==> config.mk <==
export PLATFORM = sky130hd
export DESIGN_NAME = msi_cap_top
export DESIGN_NICKNAME = d
export VERILOG_FILES = /design/src/rtl/msi_pkg.sv /design/src/rtl/msi_regs.sv /design/src/rtl/msi_legacy.sv /design/src/rtl/msi_engine.sv /design/src/rtl/msi_cap_top.sv
export SDC_FILE = /design/constraint.sdc
export NUM_CORES = 1
export LEC_CHECK = 0
export CAP_MARGIN = 20
export CELL_PAD_IN_SITES_DETAIL_PLACEMENT = 0
export CELL_PAD_IN_SITES_GLOBAL_PLACEMENT = 2
export CORE_ASPECT_RATIO = 1.2
export CORE_MARGIN = 2
export CORE_UTILIZATION = 35
export DETAILED_ROUTE_END_ITERATION = 8
export DONT_BUFFER_PORTS = 1
export GPL_TIMING_DRIVEN = 0
export PLACE_DENSITY = 0.83
export REMOVE_ABC_BUFFERS = 1
export SYNTH_ARGS = -nofsm -noshare
export SYNTH_HDL_FRONTEND = slang
export SYNTH_SLANG_ARGS = --single-unit
==> constraint.sdc <==
create_clock -name clk -period 2.5 [get_ports clk]
set_input_delay 0.5 -clock clk [delete_from_list [all_inputs] [get_ports clk]]
set_output_delay 0.5 -clock clk [all_outputs]
set_load 0.005 [all_outputs]
==> src/rtl/msi_pkg.sv <==
package msi_pkg;
    localparam int unsigned MSG_W  = 16;
    localparam int unsigned DW     = 32;
    localparam int unsigned AW     = 64;
    localparam int unsigned ALO_W  = DW - 2;
    localparam logic [7:0]  CAP_ID = 8'h05;

    typedef enum logic [1:0] {
        IDX_HDR  = 2'd0,
        IDX_ALO  = 2'd1,
        IDX_AHI  = 2'd2,
        IDX_DATA = 2'd3
    } reg_idx_e;

    typedef struct packed {
        logic             en;
        logic [2:0]       mme;
        logic [ALO_W-1:0] addr_lo;
        logic [DW-1:0]    addr_hi;
        logic [MSG_W-1:0] data;
    } msi_cfg_t;

    typedef struct packed {
        logic          src;
        logic          valid;
        logic          pend;
        logic [AW-1:0] addr;
        logic [DW-1:0] data;
        logic          is64;
    } eng_st_t;
endpackage

==> src/rtl/msi_regs.sv <==
module msi_regs
    import msi_pkg::*;
#(
    parameter logic [7:0] NEXT_PTR = 8'hAC
) (
    input  logic          clk,
    input  logic          rst_n,
    input  logic          wr_en,
    input  logic [1:0]    idx,
    input  logic [DW-1:0] wdata,
    output logic [DW-1:0] rdata,
    output msi_cfg_t      cfg
);
    localparam logic [2:0] MMC_FIXED = 3'b000;
    localparam int unsigned PAD_W = DW - MSG_W;

    msi_cfg_t cfg_d, cfg_q;
    logic unused_wbits;

    assign unused_wbits = ^wdata;

    always_comb begin
        cfg_d = cfg_q;
        if (wr_en) begin
            case (reg_idx_e'(idx))
                IDX_HDR: begin
                    cfg_d.en  = wdata[16];
                    cfg_d.mme = wdata[22:20];
                end
                IDX_ALO:  cfg_d.addr_lo = wdata[DW-1:2];
                IDX_AHI:  cfg_d.addr_hi = wdata;
                IDX_DATA: cfg_d.data    = wdata[MSG_W-1:0];
                default:  cfg_d = cfg_q;
            endcase
        end
    end

    always_ff @(posedge clk) begin
        if (!rst_n) cfg_q <= '0;
        else        cfg_q <= cfg_d;
    end

    always_comb begin
        case (reg_idx_e'(idx))
            IDX_HDR:  rdata = {8'h00, 1'b1, cfg_q.mme, MMC_FIXED, cfg_q.en, NEXT_PTR, CAP_ID};
            IDX_ALO:  rdata = {cfg_q.addr_lo, 2'b00};
            IDX_AHI:  rdata = cfg_q.addr_hi;
            default:  rdata = {{PAD_W{1'b0}}, cfg_q.data};
        endcase
    end

    assign cfg = cfg_q;
endmodule

==> src/rtl/msi_legacy.sv <==
module msi_legacy (
    input  logic clk,
    input  logic rst_n,
    input  logic src_i,
    input  logic en_i,
    output logic intx_o
);
    logic intx_d, intx_q;

    always_comb intx_d = src_i & ~en_i;

    always_ff @(posedge clk) begin
        if (!rst_n) intx_q <= 1'b0;
        else        intx_q <= intx_d;
    end

    assign intx_o = intx_q;
endmodule

==> src/rtl/msi_engine.sv <==
module msi_engine
    import msi_pkg::*;
(
    input  logic          clk,
    input  logic          rst_n,
    input  msi_cfg_t      cfg,
    input  logic          src_i,
    output logic          valid_o,
    input  logic          ready_i,
    output logic [AW-1:0] addr_o,
    output logic [DW-1:0] data_o,
    output logic          is64_o
);
    localparam int unsigned PAD_W = DW - MSG_W;

    eng_st_t st_d, st_q;
    logic    fire;
    logic    accept;

    always_comb begin
        st_d     = st_q;
        st_d.src = src_i;
        fire     = src_i & ~st_q.src & cfg.en;
        accept   = st_q.valid & ready_i;
        if (st_q.valid && !accept) begin
            // stalled: remember at most one further event
            if (fire) st_d.pend = 1'b1;
        end else if (fire || (st_q.pend && cfg.en)) begin
            st_d.valid = 1'b1;
            st_d.pend  = 1'b0;
            st_d.addr  = {cfg.addr_hi, cfg.addr_lo, 2'b00};
            st_d.data  = {{PAD_W{1'b0}}, cfg.data};
            st_d.is64  = (cfg.addr_hi != '0);
        end else begin
            st_d.valid = 1'b0;
            st_d.pend  = 1'b0;
        end
        if (!cfg.en && !(st_q.valid && !accept)) st_d.pend = 1'b0;
    end

    always_ff @(posedge clk) begin
        if (!rst_n) st_q <= '0;
        else        st_q <= st_d;
    end

    assign valid_o = st_q.valid;
    assign addr_o  = st_q.addr;
    assign data_o  = st_q.data;
    assign is64_o  = st_q.is64;
endmodule

==> src/rtl/msi_cap_top.sv <==
module msi_cap_top
    import msi_pkg::*;
#(
    parameter logic [7:0] NEXT_PTR = 8'hAC
) (
    input  logic          clk,
    input  logic          rst_n,
    input  logic          cfg_wr,
    input  logic [1:0]    cfg_idx,
    input  logic [DW-1:0] cfg_wdata,
    output logic [DW-1:0] cfg_rdata,
    input  logic          irq_src,
    output logic          intx_o,
    output logic          wr_valid,
    input  logic          wr_ready,
    output logic [AW-1:0] wr_addr,
    output logic [DW-1:0] wr_data,
    output logic          wr_is64
);
    msi_cfg_t cfg;

    msi_regs #(.NEXT_PTR(NEXT_PTR)) u_regs (
        .clk(clk), .rst_n(rst_n), .wr_en(cfg_wr), .idx(cfg_idx),
        .wdata(cfg_wdata), .rdata(cfg_rdata), .cfg(cfg)
    );

    msi_legacy u_legacy (
        .clk(clk), .rst_n(rst_n), .src_i(irq_src), .en_i(cfg.en), .intx_o(intx_o)
    );

    msi_engine u_engine (
        .clk(clk), .rst_n(rst_n), .cfg(cfg), .src_i(irq_src),
        .valid_o(wr_valid), .ready_i(wr_ready), .addr_o(wr_addr),
        .data_o(wr_data), .is64_o(wr_is64)
    );
endmodule

## Word-level counts from Yosys, hierarchy flattened

Index checks and enable logic that the tools add are counted.

| word-level totals | value |
|---|---|
| register bits after elaboration | 165 |
| word-level logic and storage cells | 43 |

| cells by class | value |
|---|---|
| equal/unequal tests | 4 |
| muxes and demuxes | 4 |
| bitwise gates (word level) | 8 |
| reduce and logical (&&, ||, !) cells | 15 |

Operators with widths:

| operator | number |
|---|---|
| one-hot mux 32 bit (3 select lines) | 1 |
| nonzero test 32 bit | 1 |
| AND reduction 2 bit | 5 |
| bitwise AND 1 bit | 4 |
| equality test 2 bit, second input constant | 2 |
| NOT 1 bit | 4 |
| logical AND 1 bit | 3 |
| zero test 1 bit | 3 |
| equality test 2 x 1 -> 1 bit, second input constant | 1 |
| zero test 2 bit | 1 |
| 2-to-1 mux 1 bit | 2 |
| 2-to-1 mux 2 bit | 1 |
| != test 2 x 1 -> 1 bit, second input constant | 1 |
| OR reduction 2 bit | 1 |
| logical OR 1 bit | 1 |

## Depth between registers and ports, before layout

| logic depth | value |
|---|---|
| depth after elaboration | 6 |
| mapped depth | 8 |
| depth with buffers taken out | 4 |

## Cells and area by module

A second synthesis with hierarchy kept.

| unflattened totals | value |
|---|---|
| cells, all modules | 832 |
| area, all modules | 7547.2 µm² |

Modules (own cells, without submodules):

| module | times used | cells an instance | area each (µm²) | sequential area each (µm²) |
|---|---|---|---|---|
| msi_engine | 1 | 460 | 3819.9 | 1641.6 |
| msi_regs | 1 | 370 | 3698.5 | 1641.6 |
| msi_legacy | 1 | 2 | 28.8 | 20.0 |

## Worst setup path after synthesis

No wires, ideal clock.

| timing path | value |
|---|---|
| path kind | in2out |
| from | input cfg_idx[0] |
| to | output cfg_rdata[12] |
| arrival time | 1297 ps |
| required time | 2000 ps |
| slack | 703 ps |
| stages on the path | 4 |
| path through | buf_6 > buf_4 > mux2_2 > a22o_1 |

| between the ends | value |
|---|---|
| longest elaborated chain between the ends | 2 |
| elaborated cells between the ends (all ways) | 4 |
| those cells by class | 2 x eq/ne; 1 x mux; 1 x reduce/logical |

Ends and longest elaborated chain:

| element | line | source |
|---|---|---|
| start: declaration | msi_cap_top.sv:9 | `input logic [1:0] cfg_idx,` |
| equality test 2 bit (tied with other cells) | msi_regs.sv:44 | `case (reg_idx_e'(idx))` |
| one-hot mux 32 bit (3 select lines) * | msi_regs.sv:44 |  |
| end: declaration | msi_cap_top.sv:11 | `output logic [DW-1:0] cfg_rdata,` |

Mark *: on every way between the ends. The rest lies on a longest branch, timed or not.

## Final worst setup path

| timing path | value |
|---|---|
| from | input cfg_idx[1] |
| to | output cfg_rdata[12] |

The elaborated chain is that of the path after synthesis.

==> out/metrics.cfg <==
[cells_and_area]
final_core_util = 0.356
syn2layout_area_growth_pct = 0.709
mostFrequentLayoutCells = nand2_1, dfxtp_1, a21boi_0
fin_cells = 1066
drive_gt1_frac = 0.0833
antenna_cells = 0
nFillCells = 2236
nNetsFinal = 819
mostFrequentLayoutCell = nand2_1

[worst_hold_path]
holdCritPathClass = input port to flip-flop
hold_depth = 2
worstHoldStart = cfg_wdata[31]
min_delay_worst_endpoint = u_regs.cfg[47]$_SDFFE_PN0P_

[clocking]
cts_resized = 0
clk_pin_slew_ns = 0.07
h-tree-depth = 4
cts-root-buf = clkbuf_16
clk_latency_ns = 0.42
clockBufferDepth = 2
clkSinkCount = 165
postCtsSetupRepairBufs = 0
cts_tree = built
holdBufCountCts = 0
cts_buffers = 17

[setup_path]
worstReg2RegStart = u_engine.st_q[99]$_SDFF_PN0_
crit_path_end_kind = output port
crit_path_max_fanout = 27
critPathLaunchType = input port
rr_endpoint = u_engine.addr_o[10]$_SDFFE_PN0P_
r2r_slack_ns = 0.72
reg2regPathDepth = 5
critPathKind = input port to output port
crit_start = cfg_idx[1]
worstPathArrival_ns = 1.46
required_ns = 2.00

[sta]
tightestPinTransition_ns = 0.944
min_period_over_period = 0.785
finalHoldViolCount = 0
drv_slew = 0
fin_skew_ns = 0.0119
relSlewSlack = 0.368
max_freq_mhz = 510
rsz0062_at_grt = false
finalSetupViolCount = 0
min_period_ns = 1.96

[global_route]
grt_use_met3 = 0.0600
grt_pass1_vias = 5105
grt-ovfl-total = 0
grt-busiest-layer = met2
grt_max_degree = 165
grt_pass1_wl_mm = 30.0
antenna_found_initial = 0
grt_use_met2 = 0.296
met1_usage = 0.200
grt_usage = 0.169

[placed_design]
place_inst = 1035
gp_congestion = 0.666
hpwl_mm = 11.8
port_buffers = 0

[route]
routed_wl_mm = 19.1
viasPerCell = 4.78
drt_iter0_markers = 186
first_pass_iters = 4
antenna_left = 0
drcViolationCount = 0
routedWlPerCell_um = 18.0
vias = 5094

[synth]
avgSynthCellArea_um2 = 8.47
synth_seq_cells = 165
synth_cells = 896
synth_area_leader_cell = dfxtp_1
syn_area_um2 = 7590
synth.area.top_cells = dfxtp_1, nand2_1, a21boi_0, buf_4, a21boi_1
yosysWarnings = 0
ys_types = 35
synth_top_area_frac = 0.435
ys_seq_area_frac = 0.435

[power_and_ir_drop]
p_leak_nw = 2.55
ir_drop_uv = 425
powerDensity_nw_per_um2 = 745

[floorplan]
start_util = 0.353
die_x_um = 138
core_um2 = 21500
num_io_pins = 170
num_rows = 59
die_h_um = 165
die-area_um2 = 22900

[flow_run]
max_cap_violations = 0

[status]
status = finished, final reports clean

cell families (layout without fill, tap and decap cells):
group | Yosys count | after routing | synth area share
multiplexers | 23 | 23 | 0.0318
other | 1 | 18 | 0.000494
AND/OR/NAND/NOR | 356 | 356 | 0.189
flip-flops | 165 | 165 | 0.435
buffers and inverters | 158 | 37 | 0.143
AO/OA/AOI/OAI | 193 | 193 | 0.200
metal layers:
layer,part of all wire,up-vias
met5,0,-
met4,0.0074,0
met3,0.064,7
met2,0.49,110
met1,0.44,2406
li1,-,2571
layout make-up:
type	instances	area (µm²)	area share
Timing Repair Buffer	5	123	0.0160
Clock buffer	20	447	0.0585
Inverter	1	3.75	0.000491
Multi-Input combinational cell	590	3270	0.428
Clock inverter	11	150	0.0196
Sequential cell	165	3300	0.432
Tap cell	274	343	0.0449
Yosys cell counts:
| master | number |
|---|---|
| nand2_1 | 319 |
| dfxtp_1 | 165 |
| a21boi_0 | 116 |
| buf_4 | 110 |
| a21boi_1 | 26 |
| clkbuf_1 | 22 |
| a22o_1 | 20 |
| buf_2 | 16 |
| a21boi_2 | 15 |
| mux2i_1 | 14 |
| mux2_2 | 9 |
| buf_6 | 8 |
| nor4_1 | 8 |
| a21oi_1 | 7 |
| nor2b_1 | 7 |
| nor2_1 | 6 |
| o21ai_0 | 5 |
| nand2b_1 | 3 |
| and2_1 | 2 |
| nand4_1 | 2 |
| nor2b_4 | 2 |
| a22oi_1 | 1 |
| and2_4 | 1 |
| and2b_1 | 1 |
| and3_1 | 1 |
| clkbuf_2 | 1 |
| conb_1 | 1 |
| inv_1 | 1 |
| nand3_1 | 1 |
| nor3_1 | 1 |
| nor3b_1 | 1 |
| nor3b_2 | 1 |
| o211a_1 | 1 |
| o211ai_4 | 1 |
| o21ai_1 | 1 |
where the power goes:
part           leakage, nW  internal (mW)  switching (mW)
Sequential            1.34           2.68          0.0430
Clock                0.287           1.60            1.12
Combinational        0.923          0.112           0.137
flip-flops by register name, summed over array words and instances, names as in the netlist:
register,count
u_engine.data_o,16
u_regs.cfg,82
u_engine.is64_o,1
u_engine.st_q,2
u_engine.valid_o,1
u_legacy.intx_o,1
u_engine.addr_o,62
worst max path at each step:
| stage | to | depth (start not counted) | slack [ns] |
|---|---|---|---|
| after detailed placement | u_regs.cfg[51]$_SDFFE_PN0P_ | 5 | 0.09 |
| after CTS | cfg_rdata[12] | 3 | 0.51 |
| after global placement | u_engine.addr_o[54]$_SDFFE_PN0P_ | 4 | -0.87 |
| after global routing | u_regs.cfg[75]$_SDFFE_PN0P_ | 5 | 0.39 |
| final | cfg_rdata[12] | 3 | 0.54 |
| after floorplan | u_engine.addr_o[10]$_SDFFE_PN0P_ | 4 | 0.24 |
through the flow:
stage               setup slack (ns)  power, mW  hold WS [ns]  TNS (ns)  area [µm²]
floorplan                      0.242       2.95         0.445         0        6570
global placement              -0.873       3.02         0.464    -89.07        6910
detailed placement            0.0890       3.04         0.466         0        7040
CTS                            0.512       5.80         0.187         0        7640
global route                   0.394       5.93         0.185         0        7640
finish                         0.537       5.69         0.208         0        7640
critical path, cell delays in order:
cell     delay [ns]
and2b_1        0.51
buf_16         0.22
a22o_1         0.21
(Power assumes the default switching activity.)
